--- src/rtl/gpio_ctrl_pkg.sv ---
package gpio_ctrl_pkg;
  typedef enum logic [3:0] {
    FN_DIR  = 4'd0,
    FN_POL  = 4'd1,
    FN_DATA = 4'd2,
    FN_DSET = 4'd3,
    FN_DCLR = 4'd4,
    FN_RISE = 4'd5,
    FN_FALL = 4'd6,
    FN_HIGH = 4'd7,
    FN_LOW  = 4'd8,
    FN_STAT = 4'd9,
    FN_EDGE = 4'd10
  } gpio_fn_e;

  localparam int unsigned FN_LAST = 10;
endpackage

--- src/rtl/gpio_sync.sv ---
module gpio_sync #(
  parameter int unsigned WIDTH = 32
) (
  input  logic             clk,
  input  logic             rst_n,
  input  logic [WIDTH-1:0] d,
  output logic [WIDTH-1:0] q
);
  logic [WIDTH-1:0] stage1;

  always_ff @(posedge clk) begin
    if (!rst_n) begin
      stage1 <= '0;
      q      <= '0;
    end else begin
      stage1 <= d;
      q      <= stage1;
    end
  end
endmodule

--- src/rtl/gpio_bank.sv ---
module gpio_bank
  import gpio_ctrl_pkg::*;
#(
  parameter int unsigned BANK_W = 32
) (
  input  logic              clk,
  input  logic              rst_n,
  input  logic              wr_en,
  input  gpio_fn_e          fn,
  input  logic [BANK_W-1:0] wdata,
  output logic [BANK_W-1:0] rdata,
  input  logic [BANK_W-1:0] pad_in,
  output logic [BANK_W-1:0] pad_oe,
  output logic [BANK_W-1:0] pad_out,
  output logic              pending
);
  logic [BANK_W-1:0] dir_q, pol_q, dout_q;
  logic [BANK_W-1:0] ren_q, fen_q, hen_q, len_q;
  logic [BANK_W-1:0] stat_q, prev_q;
  logic [BANK_W-1:0] sync_in, eff_in, cause, w1c;

  gpio_sync #(.WIDTH(BANK_W)) u_sync (
    .clk  (clk),
    .rst_n(rst_n),
    .d    (pad_in),
    .q    (sync_in)
  );

  assign eff_in = sync_in ^ pol_q;
  assign cause  = (ren_q & eff_in & ~prev_q) | (fen_q & ~eff_in & prev_q)
                | (hen_q & eff_in) | (len_q & ~eff_in);
  assign w1c    = (wr_en && fn == FN_STAT) ? wdata : '0;

  always_ff @(posedge clk) begin
    if (!rst_n) begin
      dir_q  <= '0;
      pol_q  <= '0;
      dout_q <= '0;
      ren_q  <= '0;
      fen_q  <= '0;
      hen_q  <= '0;
      len_q  <= '0;
      stat_q <= '0;
      prev_q <= '0;
    end else begin
      prev_q <= eff_in;
      stat_q <= (stat_q & ~w1c) | cause;
      if (wr_en) begin
        case (fn)
          FN_DIR:  dir_q  <= wdata;
          FN_POL:  pol_q  <= wdata;
          FN_DATA: dout_q <= wdata;
          FN_DSET: dout_q <= dout_q | wdata;
          FN_DCLR: dout_q <= dout_q & ~wdata;
          FN_RISE: ren_q  <= wdata;
          FN_FALL: fen_q  <= wdata;
          FN_HIGH: hen_q  <= wdata;
          FN_LOW:  len_q  <= wdata;
          default: ;
        endcase
      end
    end
  end

  always_comb begin
    case (fn)
      FN_DIR:  rdata = dir_q;
      FN_POL:  rdata = pol_q;
      FN_DATA: rdata = (dir_q & dout_q) | (~dir_q & eff_in);
      FN_RISE: rdata = ren_q;
      FN_FALL: rdata = fen_q;
      FN_HIGH: rdata = hen_q;
      FN_LOW:  rdata = len_q;
      FN_STAT: rdata = stat_q;
      FN_EDGE: rdata = stat_q & (ren_q | fen_q);
      default: rdata = '0;
    endcase
  end

  assign pad_oe  = dir_q;
  assign pad_out = dout_q;
  assign pending = |stat_q;

  AST_SET_FORCES_ONES: assert property (@(posedge clk) disable iff (!rst_n)
    (wr_en && fn == FN_DSET) |=> ((dout_q & $past(wdata)) == $past(wdata)));
  AST_CLR_FORCES_ZEROS: assert property (@(posedge clk) disable iff (!rst_n)
    (wr_en && fn == FN_DCLR) |=> ((dout_q & $past(wdata)) == '0));
  AST_STATUS_STICKY: assert property (@(posedge clk) disable iff (!rst_n)
    !(wr_en && fn == FN_STAT) |=> ((stat_q & $past(stat_q)) == $past(stat_q)));
  AST_NO_CAUSE_WITHOUT_ENABLE: assert property (@(posedge clk) disable iff (!rst_n)
    ((stat_q & ~$past(stat_q) & ~$past(ren_q | fen_q | hen_q | len_q)) == '0));
endmodule

--- src/rtl/gpio_bank_ctrl.sv ---
module gpio_bank_ctrl
  import gpio_ctrl_pkg::*;
#(
  parameter int unsigned NUM_BANKS = 3,
  parameter int unsigned BANK_W    = 32
) (
  input  logic                          clk,
  input  logic                          rst_n,
  input  logic                          bus_en,
  input  logic                          bus_we,
  input  logic [7:0]                    bus_addr,
  input  logic [BANK_W-1:0]             bus_wdata,
  output logic [BANK_W-1:0]             bus_rdata,
  input  logic [NUM_BANKS*BANK_W-1:0]   pad_in,
  output logic [NUM_BANKS*BANK_W-1:0]   pad_oe,
  output logic [NUM_BANKS*BANK_W-1:0]   pad_out,
  output logic                          irq
);
  localparam int unsigned BSEL_W = 2;

  gpio_fn_e          addr_fn;
  logic [BSEL_W-1:0] addr_bank;
  logic              mapped;
  logic [BANK_W-1:0] bank_rd [NUM_BANKS];
  logic [NUM_BANKS-1:0] bank_pend;
  logic [BANK_W-1:0] sel_rd;

  assign addr_fn   = gpio_fn_e'(bus_addr[7:4]);
  assign addr_bank = bus_addr[3:2];
  assign mapped    = (bus_addr[7:4] <= 4'(FN_LAST))
                   && ({1'b0, addr_bank} < 3'(NUM_BANKS))
                   && (bus_addr[1:0] == 2'b00);

  for (genvar b = 0; b < NUM_BANKS; b++) begin : g_bank
    gpio_bank #(.BANK_W(BANK_W)) u_bank (
      .clk    (clk),
      .rst_n  (rst_n),
      .wr_en  (bus_en && bus_we && mapped && addr_bank == BSEL_W'(b)),
      .fn     (addr_fn),
      .wdata  (bus_wdata),
      .rdata  (bank_rd[b]),
      .pad_in (pad_in[b*BANK_W +: BANK_W]),
      .pad_oe (pad_oe[b*BANK_W +: BANK_W]),
      .pad_out(pad_out[b*BANK_W +: BANK_W]),
      .pending(bank_pend[b])
    );
  end

  always_comb begin
    sel_rd = '0;
    for (int b = 0; b < NUM_BANKS; b++)
      if (addr_bank == BSEL_W'(b)) sel_rd = bank_rd[b];
  end

  always_ff @(posedge clk) begin
    if (!rst_n)                bus_rdata <= '0;
    else if (bus_en && !bus_we) bus_rdata <= mapped ? sel_rd : '0;
  end

  assign irq = |bank_pend;

  AST_UNMAPPED_READS_ZERO: assert property (@(posedge clk) disable iff (!rst_n)
    (bus_en && !bus_we && !mapped) |=> (bus_rdata == '0));
endmodule

--- config.mk ---
export PLATFORM = sky130hd
export DESIGN_NAME = gpio_bank_ctrl
export DESIGN_NICKNAME = d
export VERILOG_FILES = /design/src/rtl/gpio_ctrl_pkg.sv /design/src/rtl/gpio_sync.sv /design/src/rtl/gpio_bank.sv /design/src/rtl/gpio_bank_ctrl.sv
export SDC_FILE = /design/constraint.sdc
export NUM_CORES = 2
export LEC_CHECK = 0
export BUFFER_PORTS_ARGS = -buffer_cell sky130_fd_sc_hd__buf_2
export CAP_MARGIN = 20
export CORE_MARGIN = 3
export CORE_UTILIZATION = 44
export DETAILED_ROUTE_END_ITERATION = 10
export GPL_TIMING_DRIVEN = 0
export PLACE_DENSITY_LB_ADDON = 0.1
export SLEW_MARGIN = 40
export SYNTH_ARGS = -nofsm -noshare
export SYNTH_HDL_FRONTEND = slang
export SYNTH_SLANG_ARGS = --single-unit
--- constraint.sdc ---
create_clock -name clk -period 4.4 [get_ports clk]
set_input_delay 0.66 -clock clk [delete_from_list [all_inputs] [get_ports clk]]
set_output_delay 0.66 -clock clk [all_outputs]
set_load 0.01 [all_outputs]
== After elaboration in Yosys (flattened, before gate mapping) ==
Index checks and enable logic that the tools add are counted.

* Multiply operators: 0
* Shifts and indexed selects: 0
* Equality and inequality tests: 12
* Divide/modulo/power cells: 0
* $lt $le $gt $ge: 2
* Mux-type cells: 13
* $add $sub $neg: 0
* Reduce and logical (&&, ||, !) cells: 38
* Bitwise gates (word level): 70

{| class="wikitable"
|+ Operators by type and width
! kind !! number
|-
| bitwise AND 32 bit || 33
|-
| case mux 32 bit (9 select lines) || 3
|-
| bitwise OR 32 bit || 21
|-
| inverter 32 bit || 13
|-
| case mux 32 bit (3 select lines) || 3
|-
| two-way mux 32 bit || 7
|-
| OR reduction 96 bit || 1
|-
| XOR 32 bit || 3
|-
| AND reduction 2 bit || 21
|-
| == test 4 x 3 -> 1 bit, second input constant || 4
|-
| == test 4 bit, second input constant || 3
|-
| logical AND 1 bit || 11
|-
| == test 4 x 2 -> 1 bit, second input constant || 2
|-
| == test 4 x 1 -> 1 bit, second input constant || 1
|-
| less-or-equal comparator 4 bit, second input constant || 1
|-
| logical NOT 2 bit || 2
|-
| logical NOT 4 bit || 1
|-
| nonzero test 3 bit || 1
|-
| == test 2 x 1 -> 1 bit, second input constant || 1
|-
| == test 2 bit, second input constant || 1
|-
| < comparator 2 bit, second input constant || 1
|-
| logical NOT 1 bit || 1
|}

* Bits in writable memories: 0
* Bits in registers: 1088
* Bits in latches: 0
* Memories kept: 0
* Bits of input ports: 140
* ROM bits: 0
* Output and inout port bits: 225

== Longest topological paths before layout ==
* Depth after elaboration: 10
* Mapped depth: 10
* Mapped depth without buffers: 6

== Modules after synthesis ==
A second synthesis with hierarchy kept.

* Cell total of the unflattened synthesis: 5926
* Area, all modules: 49879.1 um2

{| class="wikitable"
|+ Modules (own cells, without submodules)
! module !! instances !! area each (um2) !! cells an instance
|-
| gpio_bank || 3 || 14239.9 || 1788
|-
| gpio_sync || 3 || 1791.7 || 134
|-
| gpio_bank_ctrl || 1 || 1784.2 || 160
|}

== Least setup slack after synthesis ==
No wires, ideal clock.

* Path kind: input -> register
* Start: input bus_addr[2]
* End: register g_bank[1].u_bank.stat_q[10]
* Cell stages on the path: 9
* Slack: 1.983 ns
* Data arrival time: 2.303 ns
* Path buffers: 3
* Cells stage by stage: buf_2 > a211oi_2 > o2111ai_2 > or2_1 > buf_2 > nor3_4 > clkbuf_2 > a21boi_0 > o21a_1

* Cells in the longest elaborated chain, start to end: 10
* Elaborated cells between the ends (all ways): 11
* Classes of those cells: order compare: 1; eq/ne: 1; mux: 1; bitwise: 3; reduce/logical: 5

{| class="wikitable"
|+ Ends and longest elaborated chain
! element !! RTL line !! text
|-
| from (decl) || gpio_bank_ctrl.sv:11 || <nowiki>input logic [7:0] bus_addr,</nowiki>
|-
| < comparator 2 bit || gpio_bank_ctrl.sv:31 || <nowiki>&& ({1'b0, addr_bank} < 3'(NUM_BANKS))</nowiki>
|-
| logical AND 1 bit || gpio_bank_ctrl.sv:31 ||
|-
| logical AND 1 bit || gpio_bank_ctrl.sv:32 || <nowiki>&& (bus_addr[1:0] == 2'b00);</nowiki>
|-
| logical AND 1 bit || gpio_bank_ctrl.sv:38 || <nowiki>.wr_en (bus_en && bus_we && mapped && addr_bank == BSEL_W'(b)),</nowiki>
|-
| logical AND 1 bit * || gpio_bank_ctrl.sv:38 ||
|-
| logical AND 1 bit * || gpio_bank.sv:32 || <nowiki>assign w1c = (wr_en && fn == FN_STAT) ? wdata : '0;</nowiki>
|-
| two-way mux 32 bit * || gpio_bank.sv:32 ||
|-
| inverter 32 bit * || gpio_bank.sv:47 || <nowiki>stat_q <= (stat_q & ~w1c) | cause;</nowiki>
|-
| bitwise AND 32 bit * || gpio_bank.sv:47 ||
|-
| bitwise OR 32 bit * || gpio_bank.sv:47 ||
|-
| to (signal assigned) || gpio_bank.sv:47 ||
|-
| to (decl) || gpio_bank.sv:19 || <nowiki>logic [BANK_W-1:0] stat_q, prev_q;</nowiki>
|}

Mark *: on every way between the ends. The rest lies on a longest branch, timed or not.
A chain may end at the register's enable or synchronous reset.

== Final worst setup path ==
* Start: register g_bank[1].u_bank.stat_q[5]
* End: output irq

* Cells in the longest elaborated chain, start to end: 1

{| class="wikitable"
|+ Ends and longest elaborated chain
! element !! RTL line !! text
|-
| OR reduction 96 bit || gpio_bank_ctrl.sv:60 || <nowiki>assign irq = |bank_pend;</nowiki>
|-
| to (decl) || gpio_bank_ctrl.sv:17 || <nowiki>output logic irq</nowiki>
|}

Every way passes these cells.

==> results.py <==
metrics = {
    "logic_synthesis": {
        "ys_async_sr_fraction_pct": 0,
        "synthMuxAreaShare_pct": 4.36,
        "synth_edf_count": 0,
        "yosysWarnings": 0,
        "synth_ff_type": "dfxtp_1",
        "synth_adder_area_share_pct": 0,
        "synth_compound_area_share_pct": 26.5,
        "syn_area_per_cell_um2": 8.38,
        "ys_seq_area_share_pct": 44.9,
        "synth.distinct_cells": 65,
        "netlist_instances": 5789,
        "yosys.area_share.xor_xnor_pct": 1.73,
        "synth_nets": 5929,
        "ys_ff_latch": 1088,
        "yosys.area_share.simple_pct": 17.4,
        "syn_area_mm2": 0.0485,
        "synth_top_family_by_area": "compound AO/OA/AOI/OAI gates",
    },
    "global_route": {
        "grt_pass1_wl_um": 351000,
        "grt_max_degree": 16,
        "grt_pass1_vias": 43600,
        "track_usage_pct": 44.3,
        "grt.overflow.total": 0,
        "antenna_found_initial": 38,
    },
    "worst_setup_path": {
        "cp_top_family": "simple AND/OR/NAND/NOR gates",
        "worstSetupPathType": "reg -> out",
        "end_kind": "primary output",
        "crit_required_ns": 3.74,
        "r2r_slack_ns": 2.14,
        "r2r_end": "bus_rdata[25]",
        "reg2reg_depth": 6,
        "cp.arrival_ns": 3.22,
        "crit_slowest_cell": "nor4_2",
        "r2r-start": "g_bank[1].u_bank.pol_q[25]",
        "cp_max_fo": 3,
        "max_stage_delay_ns": 0.57,
        "critPathLaunchType": "flop",
        "crit_chain": "nor4_2 -> buf_4 -> nand4_1 -> nor4_1 -> nand2_1 -> buf_2",
        "worst-path-buf-inv": 2,
    },
    "clock_network": {
        "numCtsBuffers": 119,
        "root_buffer": "clkbuf_16",
        "cts_htree_levels": 3,
        "clkSinkCount": 1088,
        "insertion_delay_ns": 0.74,
        "holdBufCountCts": 0,
        "cts_resized": 0,
        "cts_setup_buffers": 0,
        "cts_tree": "built",
        "clk_pin_slew_ns": 0.06,
        "clk_path_buf_depth": 3,
    },
    "sta": {
        "finalCritPeriodShare_pct": 88.2,
        "setup_slack_ns": 0.521,
        "finalHoldViolations": 0,
        "fmax_ghz": 0.258,
        "final.setup.tns_ns": 0,
        "finalHoldWorstSlack_ns": 0.128,
        "max_slew.worst_pin.slew_ns": 1.05,
        "slew_headroom_pct": 29.5,
        "fin_skew_ns": 0.0245,
        "drv_slew": 0,
        "rsz0062_at_grt": "false",
        "setup_viol": 0,
        "period_needed_ns": 3.88,
    },
    "routing": {
        "drt-wirelength-per-cell_um": 33.3,
        "routed_wl_um": 262000,
        "num_vias": 48800,
        "drt_iter0_markers": 7489,
        "drc": 0,
        "vias_per_cell": 6.20,
        "dr.pass1.iters": 7,
        "ant_nets": 0,
    },
    "place": {
        "port_buffers": 330,
        "place_congestion": 1.07,
        "dp_hpwl_um": 197000,
        "dpl_worst_slack_ns": 0.352,
    },
    "die": {
        "num_io_pins": 365,
        "initial_core_util_pct": 44.4,
        "fp-row-count": 121,
        "die-area_mm2": 0.114,
        "die_w_um": 338,
        "core_mm2": 0.109,
        "die_h_um": 338,
    },
    "job": {
        "drv_cap": 0,
    },
    "worst_hold_path": {
        "worstHoldPathCells": 2,
        "hp-start": "pad_in[66]",
        "hold_end": "g_bank[2].u_bank.u_sync.stage1[2]",
        "hp-class": "in -> reg",
    },
    "power": {
        "irDropWorstVdd_v": 0.000318,
        "powerDensity_mw_per_mm2": 402,
        "leakagePower_uw": 0.0204,
    },
    "layout": {
        "area_delta_synth_final_pct": 16.9,
        "num-nets-final": 6392,
        "final_util_pct": 52.0,
        "drive_gt1_share_pct": 12.8,
    },
    "outcome": {
        "status": "finished clean",
    },
}
cells in the mapped netlist, types with 11 or more instances:
cell type,instances,share of area (%)
xor2_1,94,1.7
a31oi_1,23,0.30
nor2_2,11,0.14
inv_1,98,0.76
buf_4,29,0.45
a21boi_1,159,2.5
o221ai_1,40,0.72
a21boi_0,610,9.4
a32o_1,29,0.60
nor2b_1,11,0.14
a2111oi_0,16,0.29
o32ai_1,11,0.20
clkbuf_1,354,2.7
and2_1,290,3.7
o21a_1,106,1.6
nand2_1,1347,10
a211oi_1,96,1.5
a21oi_1,283,2.9
a221oi_1,13,0.23
a32oi_1,16,0.29
nor4_1,49,0.63
dfxtp_1,1088,45
buf_2,95,0.98
o21ai_0,235,2.4
mux2i_1,201,4.1
o22a_1,11,0.20
o22ai_1,47,0.61
a22oi_1,112,1.7
nor2_1,172,1.3
layout by cell type, fill, tap and decap left out, types with 38 or more instances in the layout:
cell,netlist,final
o221ai_1,40,40
dfxtp_1,1088,1088
nand2_1,1347,1347
a21oi_1,283,283
diode_2,0,38
o21ai_0,235,232
and2_1,290,290
nor4_1,49,39
inv_1,98,98
a21boi_0,610,610
clkbuf_2,6,86
nor2_1,172,168
buf_2,95,431
mux2i_1,201,201
a21boi_1,159,159
clkbuf_16,0,122
o22ai_1,47,47
o21a_1,106,106
a22oi_1,112,112
a211oi_1,96,96
clkbuf_1,354,294
xor2_1,94,94
area by class of cell:
type	count	area, um^2
inverters	98	368
clock buffers	173	3550
fillers	10600	52400
multi-input cells	4110	24400
diodes	38	95.1
well taps	1476	1850
clock inverters	46	617
repair buffers	342	1850
flip-flops and latches	1088	21800
plain buffers	493	2200
per-layer routing:
metal / share of wire, % / GRT usage [%] / vias to the layer above
met5: 0.055 / 0 / -
met4: 8.3 / 30.5 / 16
met3: 13 / 15.4 / 944
met2: 40 / 61.9 / 3669
met1: 39 / 57.0 / 23300
li1: - / - / 20900
where the power goes:
| part | leakage [uW] | internal (uW) | switching (uW) | total (uW) |
|---|---|---|---|---|
| clock network | 0.00205 | 6340 | 4440 | 10800 |
| logic | 0.00949 | 471 | 1390 | 1860 |
| registers | 0.00882 | 10000 | 132 | 10100 |
| total | 0.0204 | 16800 | 5960 | 22800 |
worst register-to-register path: stages (launching register included):
cell and delay [ns]:
dfxtp_1 0.42, xor2_1 0.46, mux2i_1 0.14, o22ai_1 0.15, nor4_1 0.07, o21ai_0 0.70
a32o_1 0.26
worst max-delay path by stage:
stage                                    start                     endpoint  slack, ns  cells past startpoint
global route        g_bank[1].u_bank.stat_q[5]                          irq       0.57                      6
floorplan                          bus_addr[2]  g_bank[1].u_bank.stat_q[10]       1.98                      9
global placement                   bus_addr[6]                bus_rdata[16]      -0.52                     10
detailed placement                 bus_addr[4]                bus_rdata[15]       0.35                     10
finish              g_bank[1].u_bank.stat_q[5]                          irq       0.52                      6
CTS                 g_bank[1].u_bank.stat_q[5]                          irq       0.72                      6
kinds of logic (layout without fill, tap and decap cells):
family | Yosys count | in the layout
AND/OR/NAND/NOR | 1942 | 1942
XOR/XNOR | 96 | 96
multiplexers | 210 | 210
flip-flops | 1088 | 1088
buffers and inverters | 591 | 1152
AO/OA/AOI/OAI | 1862 | 1862
other | 0 | 38
per-stage QoR:
stage | std cells | area [um^2] | power (uW)
2_1_floorplan | 5789 | 48500 | 11100
3_3_place_gp | 7595 | 52000 | 12000
3_5_place_dp | 7606 | 52400 | 12100
4_1_cts | 7825 | 56600 | 22600
5_1_grt | 7832 | 56600 | 23100
6_report | 7864 | 56700 | 22800
Note: power is estimated with default switching activity, not from simulation.
